## src/rtl/lvl_guard_pkg.sv

```systemverilog
package lvl_guard_pkg;
  localparam int SEL_W = 4;

  localparam logic [SEL_W-1:0] SRC_GOF  = 4'b0000;
  localparam logic [SEL_W-1:0] SRC_TEMP = 4'b0010;
  localparam logic [SEL_W-1:0] SRC_VOUT = 4'b0011;
  localparam logic [SEL_W-1:0] SRC_IO1  = 4'b0100;
  localparam logic [SEL_W-1:0] SRC_IO2  = 4'b0101;
  localparam logic [SEL_W-1:0] SRC_AMP  = 4'b0110;

  // Codes legal for the window limiter: all six sources
  function automatic logic src_limit_ok(input logic [SEL_W-1:0] code);
    case (code)
      SRC_GOF, SRC_TEMP, SRC_VOUT, SRC_IO1, SRC_IO2, SRC_AMP: src_limit_ok = 1'b1;
      default: src_limit_ok = 1'b0;
    endcase
  endfunction

  // Codes legal for the level indicator: internal analog points only
  function automatic logic src_steer_ok(input logic [SEL_W-1:0] code);
    case (code)
      SRC_GOF, SRC_TEMP, SRC_VOUT, SRC_AMP: src_steer_ok = 1'b1;
      default: src_steer_ok = 1'b0;
    endcase
  endfunction
endpackage

```

## src/rtl/lvl_guard_srcsel.sv

```systemverilog
module lvl_guard_srcsel
  import lvl_guard_pkg::*;
#(
  parameter int SIG_W = 10
) (
  input  logic [SIG_W-1:0] sig_temp,
  input  logic [SIG_W-1:0] sig_amp,
  input  logic [SIG_W-1:0] sig_gof,
  input  logic [SIG_W-1:0] sig_vout,
  input  logic [SIG_W-1:0] sig_io1,
  input  logic [SIG_W-1:0] sig_io2,
  input  logic [SEL_W-1:0] src_sel,
  output logic [SIG_W-1:0] meas,
  output logic             limit_ok,
  output logic             steer_ok
);
  always_comb begin
    case (src_sel)
      SRC_GOF:  meas = sig_gof;
      SRC_TEMP: meas = sig_temp;
      SRC_VOUT: meas = sig_vout;
      SRC_IO1:  meas = sig_io1;
      SRC_IO2:  meas = sig_io2;
      SRC_AMP:  meas = sig_amp;
      default:  meas = '0;
    endcase
  end

  assign limit_ok = src_limit_ok(src_sel);
  assign steer_ok = src_steer_ok(src_sel);
endmodule

```

## src/rtl/lvl_guard_window.sv

```systemverilog
module lvl_guard_window #(
  parameter int CMP_W = 8
) (
  input  logic             active,
  input  logic [CMP_W-1:0] meas_hi,
  input  logic [CMP_W-1:0] lo_trig,
  input  logic [CMP_W-1:0] lo_level,
  input  logic [CMP_W-1:0] hi_trig,
  input  logic [CMP_W-1:0] hi_level,
  output logic             hit,
  output logic [CMP_W-1:0] level
);
  logic below;
  logic above;

  assign below = meas_hi < lo_trig;
  assign above = meas_hi > hi_trig;

  // Low side is served first when a misconfigured window overlaps
  always_comb begin
    hit   = 1'b0;
    level = '0;
    if (active && below) begin
      hit   = 1'b1;
      level = lo_level;
    end else if (active && above) begin
      hit   = 1'b1;
      level = hi_level;
    end
  end
endmodule

```

## src/rtl/lvl_guard_steer.sv

```systemverilog
module lvl_guard_steer #(
  parameter int CMP_W     = 8,
  parameter int NUM_STEPS = 3,
  localparam int CODE_W   = $clog2(NUM_STEPS + 1)
) (
  input  logic                            active,
  input  logic [CMP_W-1:0]                meas_hi,
  input  logic [NUM_STEPS-1:0][CMP_W-1:0] thr,
  output logic [CODE_W-1:0]               code
);
  logic [NUM_STEPS-1:0] reached;

  for (genvar g = 0; g < NUM_STEPS; g++) begin : g_cmp
    assign reached[g] = meas_hi >= thr[g];
  end

  // Highest threshold reached sets the band number
  always_comb begin
    code = '0;
    if (active) begin
      for (int i = 0; i < NUM_STEPS; i++) begin
        if (reached[i]) code = CODE_W'(i + 1);
      end
    end
  end
endmodule

```

## src/rtl/lvl_guard.sv

```systemverilog
module lvl_guard
  import lvl_guard_pkg::*;
#(
  parameter int SIG_W = 10,
  parameter int CMP_W = 8
) (
  input  logic             clk,
  input  logic             rst_n,
  input  logic             meas_stb,
  input  logic [SIG_W-1:0] sig_temp,
  input  logic [SIG_W-1:0] sig_amp,
  input  logic [SIG_W-1:0] sig_gof,
  input  logic [SIG_W-1:0] sig_vout,
  input  logic [SIG_W-1:0] sig_io1,
  input  logic [SIG_W-1:0] sig_io2,
  input  logic [SEL_W-1:0] src_sel,
  input  logic             alarm_en,
  input  logic             steer_en,
  input  logic             vout_en,
  input  logic             cout_en,
  input  logic [CMP_W-1:0] lim_p0,
  input  logic [CMP_W-1:0] lim_p1,
  input  logic [CMP_W-1:0] lim_p2,
  input  logic [CMP_W-1:0] lim_p3,
  output logic             ovr_valid,
  output logic [SIG_W-1:0] ovr_value,
  output logic [1:0]       pin_code,
  output logic             pin_oe
);
  localparam int LSB_DROP  = SIG_W - CMP_W;
  localparam int NUM_STEPS = 3;
  localparam int CODE_W    = $clog2(NUM_STEPS + 1);

  logic [SIG_W-1:0] meas;
  logic             limit_ok;
  logic             steer_ok;
  logic [CMP_W-1:0] meas_hi;
  logic             lsb_unused;

  lvl_guard_srcsel #(.SIG_W(SIG_W)) u_src (
    .sig_temp (sig_temp),
    .sig_amp  (sig_amp),
    .sig_gof  (sig_gof),
    .sig_vout (sig_vout),
    .sig_io1  (sig_io1),
    .sig_io2  (sig_io2),
    .src_sel  (src_sel),
    .meas     (meas),
    .limit_ok (limit_ok),
    .steer_ok (steer_ok)
  );

  assign meas_hi    = meas[SIG_W-1:LSB_DROP];
  assign lsb_unused = ^meas[LSB_DROP-1:0];

  // Indicator mode dominates; dual analog outputs also mute the limiter
  logic limit_act;
  logic steer_act;
  assign steer_act = steer_en && steer_ok;
  assign limit_act = alarm_en && !steer_en && !(vout_en && cout_en) && limit_ok;

  logic             win_hit;
  logic [CMP_W-1:0] win_level;

  lvl_guard_window #(.CMP_W(CMP_W)) u_win (
    .active   (limit_act),
    .meas_hi  (meas_hi),
    .lo_trig  (lim_p0),
    .lo_level (lim_p1),
    .hi_trig  (lim_p2),
    .hi_level (lim_p3),
    .hit      (win_hit),
    .level    (win_level)
  );

  logic [NUM_STEPS-1:0][CMP_W-1:0] thr;
  logic [CODE_W-1:0]               band;
  assign thr = {lim_p2, lim_p1, lim_p0};

  lvl_guard_steer #(.CMP_W(CMP_W), .NUM_STEPS(NUM_STEPS)) u_steer (
    .active  (steer_act),
    .meas_hi (meas_hi),
    .thr     (thr),
    .code    (band)
  );

  // Next-state
  logic             ovr_valid_d;
  logic [SIG_W-1:0] ovr_value_d;
  logic [1:0]       pin_code_d;
  logic             pin_oe_d;

  always_comb begin
    ovr_valid_d = ovr_valid;
    ovr_value_d = ovr_value;
    pin_code_d  = pin_code;
    pin_oe_d    = pin_oe;
    if (meas_stb) begin
      ovr_valid_d = win_hit;
      ovr_value_d = {win_level, {LSB_DROP{1'b0}}};
      pin_code_d  = band;
      pin_oe_d    = steer_en;
    end
  end

  // Registers
  always_ff @(posedge clk or negedge rst_n) begin
    if (!rst_n) begin
      ovr_valid <= 1'b0;
      ovr_value <= '0;
      pin_code  <= '0;
      pin_oe    <= 1'b0;
    end else begin
      ovr_valid <= ovr_valid_d;
      ovr_value <= ovr_value_d;
      pin_code  <= pin_code_d;
      pin_oe    <= pin_oe_d;
    end
  end
endmodule

```

## config.mk

```make
export PLATFORM = sky130hd
export DESIGN_NAME = lvl_guard
export DESIGN_NICKNAME = d
export VERILOG_FILES = /design/src/rtl/lvl_guard_pkg.sv /design/src/rtl/lvl_guard_srcsel.sv /design/src/rtl/lvl_guard_window.sv /design/src/rtl/lvl_guard_steer.sv /design/src/rtl/lvl_guard.sv
export SDC_FILE = /design/constraint.sdc
export NUM_CORES = 1
export LEC_CHECK = 0
export BUFFER_PORTS_ARGS = -buffer_cell sky130_fd_sc_hd__buf_2
export CORE_ASPECT_RATIO = 0.6
export CORE_MARGIN = 2
export CORE_UTILIZATION = 35
export CTS_CLUSTER_DIAMETER = 120
export DETAILED_ROUTE_END_ITERATION = 7
export GPL_ROUTABILITY_DRIVEN = 0
export PLACE_DENSITY_LB_ADDON = 0.3
export SETUP_SLACK_MARGIN = 0.1
export SKIP_CTS_REPAIR_TIMING = 1
export SLEW_MARGIN = 15
export SYNTH_ARGS = -nofsm -noshare
export SYNTH_HDL_FRONTEND = slang
export SYNTH_SLANG_ARGS = --single-unit
```

## constraint.sdc

```tcl
create_clock -name clk -period 1.75 [get_ports clk]
set_input_delay 0.0875 -clock clk [delete_from_list [all_inputs] [get_ports clk]]
set_output_delay 0.0875 -clock clk [all_outputs]
set_load 0.02 [all_outputs]
```

==> results of run 1 <==
power by group through the flow:
| stage | Clock, µW | Sequential (µW) | Combinational [µW] |
|---|---|---|---|
| finish | 246 | 299 | 591 |
| global route | 261 | 300 | 647 |
| CTS | 250 | 299 | 517 |
| detailed placement | 0 | 303 | 515 |
| global placement | 0 | 303 | 505 |
| floorplan | 0 | 317 | 269 |
cell usage in the layout, fill, tap and decap left out, types with 9 or more instances in the layout:
master	count
ha_1	20
dfrtp_1	12
buf_2	100
buf_4	36
nor2_1	13
a21oi_1	9
inv_1	23
nand2_1	19
critical path: cells and delay by family:
kind | cells | cell delay, ps
buf+inv | 2 | 210
mux | 1 | 310
fa+ha+maj | 1 | 320
simple gates | 3 | 790
compound gates | 5 | 910
final timing paths:
path	startpoint	end	slack, ps	depth (start not counted)
worst min-delay path	steer_en	pin_oe	110	3
min in group asynchronous	rst_n	ovr_value[9]	260	2
worst min register to register	pin_code[0]	pin_code[0]	520	2
worst max-delay path	src_sel[2]	pin_code[1]	-740	12
worst max register to register	ovr_value[5]	ovr_value[5]	920	2
max in group asynchronous	rst_n	ovr_value[8]	1280	2
sequential cells by signal (all words and copies together) (netlist names):
signal     cells
ovr_value      8
ovr_valid      1
pin_oe         1
pin_code       2
per-layer routing:
metal | track usage, % | vias to the layer above | wire [µm]
met5 | 0 | - | 0
met2 | 32.3 | 81 | 2650
li1 | - | 1107 | -
met4 | 3.11 | 0 | 46
met1 | 33.1 | 1020 | 3240
met3 | 2.30 | 6 | 469
final cells by class:
cell class | count | share of cell area, %
clock buffers | 3 | 1.47
repair buffers | 142 | 29.9
flip-flops and latches | 12 | 10.7
well taps | 63 | 2.80
multi-input cells | 173 | 52.0
inverters | 24 | 3.20
cells by family after synthesis:
kind of cell / count (synthesis)
compound gates: 69
simple gates: 68
buf+inv: 35
fa+ha+maj: 21
flops: 12
mux: 11
other cells: 1
through the flow:
step / cell area [µm²] / utilization, % / instances / hold slack, ps / total power, µW
after floorplan: 1810 / - / 218 / -208 / 587
after global placement: 2560 / 54.6 / 405 / -20.9 / 808
after CTS: 2600 / 55.5 / 408 / -273 / 1070
after global routing: 2820 / 60.1 / 417 / 116 / 1210
after detailed placement: 2560 / 54.6 / 405 / -19.0 / 817
final: 2820 / 60.1 / 417 / 105 / 1140
==> reports/metrics.cfg, run 1 <==
[timing]
skew_ps = 0
setup_violations = 11
rsz0062_at_grt = true
finalCritPeriodShare_pct = 142
tns_ps = -7440
setup_ws_ps = -739
slew_headroom_pct = 37.3
hold_viol = 0
final_max_slew_viol_count = 0
fin_crit_ps = 2490
fmax_mhz = 402
worst_slew_pin_slew_ps = 936

[status]
failed_checks = negative setup slack
outcome = finished with violations

[power]
clkPwrFrac_pct = 21.7
p_per_area_nw_per_um2 = 403
ir_worst_vdd_v = 0.000236
p_int_uw = 737
p_seq_share_pct = 26.3
swShare_pct = 35.1
power_switching_uw = 398
power_frac_comb_pct = 52.0
leakagePower_uw = 0.00154

[floorplanning]
rows = 19
initial_core_util_pct = 37.3
die_x_um = 95.2
core_um2 = 4680
die-height_um = 58.7
num_io_pins = 117
die_area_um2 = 5590

[synthesis]
ys_top_cells_by_count = 23 x inv_1, 22 x nand2_1, 21 x ha_1
synth_top_area_share_pct = 17.2
synthTopCellsByArea = dfrtp_1 17%, ha_1 15%, inv_1 4.9%
synthAdderAreaFrac_pct = 15.1
synth-async-reset-ratio_pct = 100
synth_most_common_cell = inv_1
synth_xor_area_share_pct = 0
synth_compound_area_share_pct = 30.1
synth_ff_type = dfrtp_1
synth_edf_count = 0
yosys.area_share.simple_pct = 21.4
synthDistinctLibCells = 54
synthMuxAreaShare_pct = 6.59
yosysSeqAreaShare_pct = 17.2
ys_warn_count = 0
synthCells = 217
yosys.area.top_type = dfrtp_1
synthesis.area_um2 = 1750
synth_seq_cells = 12
post_synth.cell_area_avg_um2 = 8.04
synth_top_family_by_area = compound AO/OA/AOI/OAI gates

[layout]
nets = 480
seq_area_um2 = 300
num_antenna_cells = 0
syn2layout_area_growth_pct = 61.3
fillers = 422
drive_above_1_share_pct = 51.1
multi_input_area_um2 = 1460

[drt]
drtIter0Drc = 131
wl_per_cell_um = 15.4
final_antenna_net_count = 0
drtPass1Iterations = 4
viasPerCell = 5.31
vias = 2214
routed_wl_um = 6410
drc_errors = 0

[worst_setup_path]
endpoint_kind = flop
critPathLaunchType = primary input
cp_slowest_cell = or3b_1
slowest_delay_ps = 370
crit_chain = buf_12 > buf_4 > mux2_2 > a222oi_1 > o21ai_1 > ha_1 > and4_4 > a21oi_2 > o311ai_1 > nor3_1 > or3b_1 > a22o_1
arrival_ps = 2620
crit_fanout = 8
required_ps = 1880
path_class = in -> reg

[global_routing]
grt_pass1_wl_um = 9200
grt_max_degree = 20
grt_pass1_vias = 2035
grt_overflow_total = 0
track_usage_pct = 21.3
antenna_found_initial = 0

[worst_hold_path]
holdCritPathClass = in -> reg

[place]
portBuffers = 102
place_ws_ps = -1160
hpwl_um = 5020

[run]
max-cap-violations = 0

[clocking]
cts_tree = done
cts_root_buf = clkbuf_8
insertion_delay_ps = 240
htree_levels = 1
clk_pin_slew_ps = 50
cts_buffers = 3
clk_path_buf_depth = 2
cts.sinks = 12

Power figures use the tool's default switching activity.
==> run 2: changes to the inputs <==
Settings changed: CELL_PAD_IN_SITES_DETAIL_PLACEMENT set to 0, CELL_PAD_IN_SITES_GLOBAL_PLACEMENT set to 1, CORE_UTILIZATION 35 to 31.
==> reports/metrics.cfg, run 2 (synthesized netlist as in run 1, its figures left out) <==
[floorplanning]
die-height_um = 62.1  ; was 58.7 µm
die_x_um = 101  ; was 95.2 µm
num_io_pins = 117  ; unchanged
initial_core_util_pct = 31.8  ; was 37.3%
die_area_um2 = 6270  ; was 5590 µm²
core_um2 = 5490  ; was 4680 µm²
rows = 21  ; was 19

[place]
place_ws_ps = -1120  ; was -1160 ps
portBuffers = 102  ; unchanged
placed_area_um2 = 2510  ; was 2560 µm²
hpwl_um = 5140  ; was 5020 µm

[timing]
worst_slew_pin_slew_ps = 935  ; was 936 ps
hold_viol = 0  ; unchanged
slew_headroom_pct = 37.3  ; about the same
fin_crit_ps = 2570  ; was 2490 ps
skew_ps = 0  ; unchanged
final_max_slew_viol_count = 0  ; unchanged
tns_ps = -8090  ; was -7440 ps
finalCritPeriodShare_pct = 147  ; was 142%
setup_ws_ps = -821  ; was -739 ps
setup_violations = 11  ; unchanged
fmax_mhz = 389  ; was 402 MHz
rsz0062_at_grt = true  ; unchanged

[drt]
drtIter0Drc = 172  ; was 131
drtPass1Iterations = 4  ; unchanged
routed_wl_um = 6490  ; was 6410 µm
final_antenna_net_count = 0  ; unchanged
wl_per_cell_um = 15.4  ; about the same
viasPerCell = 5.26  ; was 5.31
vias = 2208  ; was 2214
drc_errors = 0  ; unchanged

[worst_setup_path]
crit_chain = buf_12 > buf_6 > mux2_4 > a222oi_1 > o21ai_1 > ha_1 > and4_4 > a21oi_2 > o311ai_2 > nor3_2 > or3b_1 > a22o_1  ; was buf_12 > buf_4 > mux2_2 > a222oi_1 > o21ai_1 > ha_1 > and4_4 > a21oi_2 > o311ai_1 > nor3_1 > or3b_1 > a22o_1
crit_fanout = 7  ; was 8
critPathLaunchType = primary input  ; unchanged
cp_slowest_cell = or3b_1  ; unchanged
cp_num_buf_inv = 2  ; unchanged
cp_top_family = compound AO/OA/AOI/OAI gates  ; unchanged
endpoint_kind = flop  ; unchanged
r2r-end = ovr_value[2]  ; was ovr_value[5]
r2r_setup_slack_ps = 930  ; was 920 ps
slowest_delay_ps = 360  ; was 370 ps
required_ps = 1880  ; about the same
path_class = in -> reg  ; unchanged
r2r_start = ovr_value[2]  ; was ovr_value[5]
arrival_ps = 2700  ; was 2620 ps
ff2ff_path_depth = 2  ; unchanged

[global_routing]
grt_overflow_total = 0  ; unchanged
track_usage_pct = 19.3  ; was 21.3%
antenna_found_initial = 0  ; unchanged
grt_max_degree = 20  ; unchanged
grt_pass1_wl_um = 9800  ; was 9200 µm
grt_pass1_vias = 2110  ; was 2035

[layout]
drive_above_1_share_pct = 51.9  ; was 51.1%
regMostFlops = ovr_value  ; unchanged
reg.largest.list = ovr_value x8, pin_code x2  ; unchanged
seq_area_um2 = 300  ; unchanged
num_antenna_cells = 0  ; unchanged
multi_input_area_um2 = 1510  ; was 1460 µm²
fillers = 526  ; was 422
finish.instance_area_um2 = 2850  ; was 2820 µm²
largest_reg_flops = 8  ; unchanged
final_common_cell = buf_2  ; unchanged
nets = 476  ; was 480
final_cell_mix = 100 x buf_2, 33 x buf_4, 23 x inv_1, 19 x nand2_1, 17 x ha_1  ; was 100 x buf_2, 36 x buf_4, 23 x inv_1, 20 x ha_1, 19 x nand2_1
syn2layout_area_growth_pct = 63.4  ; was 61.3%

[clocking]
cts_tree = done  ; unchanged
clk_pin_slew_ps = 60  ; was 50 ps
cts.sinks = 12  ; unchanged
htree_levels = 1  ; unchanged
cts_root_buf = clkbuf_8  ; unchanged
clk_path_buf_depth = 2  ; unchanged
insertion_delay_ps = 240  ; about the same
cts_buffers = 3  ; unchanged

[status]
outcome = finished with violations  ; unchanged
failed_checks = negative setup slack  ; unchanged

[run]
max-cap-violations = 0  ; unchanged

[worst_hold_path]
min_from = lim_p3[2]  ; was steer_en
holdCritPathClass = in -> reg  ; unchanged
min_path_cells = 2  ; was 3
whs_endpoint = ovr_value[4]  ; was pin_oe

[power]
p_per_area_nw_per_um2 = 426  ; was 403 nW/µm²
ir_worst_vdd_v = 0.000315  ; was 0.000236 V
leakagePower_uw = 0.00153  ; was 0.00154 µW

## run 2: area by class of cell
cell class	instances	area share [%]
Clock buffer	4	1.93
Inverter	24	3.16
Multi-Input combinational cell	173	52.9
Sequential cell	12	10.5
Tap cell	69	3.03
Timing Repair Buffer	138	28.5
## run 2: power breakdown
group	internal, µW	switching, µW
clock network	199	109
logic	303	305
registers	290	7.50
## run 2: worst max path at each step
stage,start,endpoint,slack [ps],depth (start not counted)
floorplan,src_sel[2],ovr_value[2],-730,12
CTS,src_sel[2],ovr_value[2],-890,13
global placement,src_sel[2],ovr_value[2],-1100,13
global route,src_sel[2],pin_code[1],-940,12
detailed placement,src_sel[2],ovr_value[2],-1120,13
finish,src_sel[2],pin_code[1],-820,12
## run 2: per-layer routing
| layer | vias up | share of wire [%] | GRT usage, % | routed length (µm) |
|---|---|---|---|---|
| met5 | - | 0 | 0 | 0 |
| met4 | 0 | 0.26 | 1.54 | 17 |
| met3 | 2 | 7.6 | 3.49 | 493 |
| met2 | 92 | 41 | 27.3 | 2650 |
| met1 | 1018 | 51 | 31.0 | 3330 |
| li1 | 1096 | - | - | - |
## run 2: stage by stage
stage | util [%] | hold WS (ps) | instances | total power (µW)
3_3_place_gp | 45.7 | -15.5 | 404 | 805
2_1_floorplan | - | -208 | 218 | 587
4_1_cts | 46.7 | -270 | 408 | 1120
5_1_grt | 51.9 | 104 | 420 | 1300
6_report | 51.9 | 107 | 420 | 1210
3_5_place_dp | 45.7 | -14.0 | 404 | 810
## run 2: worst register-to-register path, cell delays in order, from the launching register on
cell and delay [ps]:
dfrtp_1 380, o2bb2ai_1 120, a41o_1 210
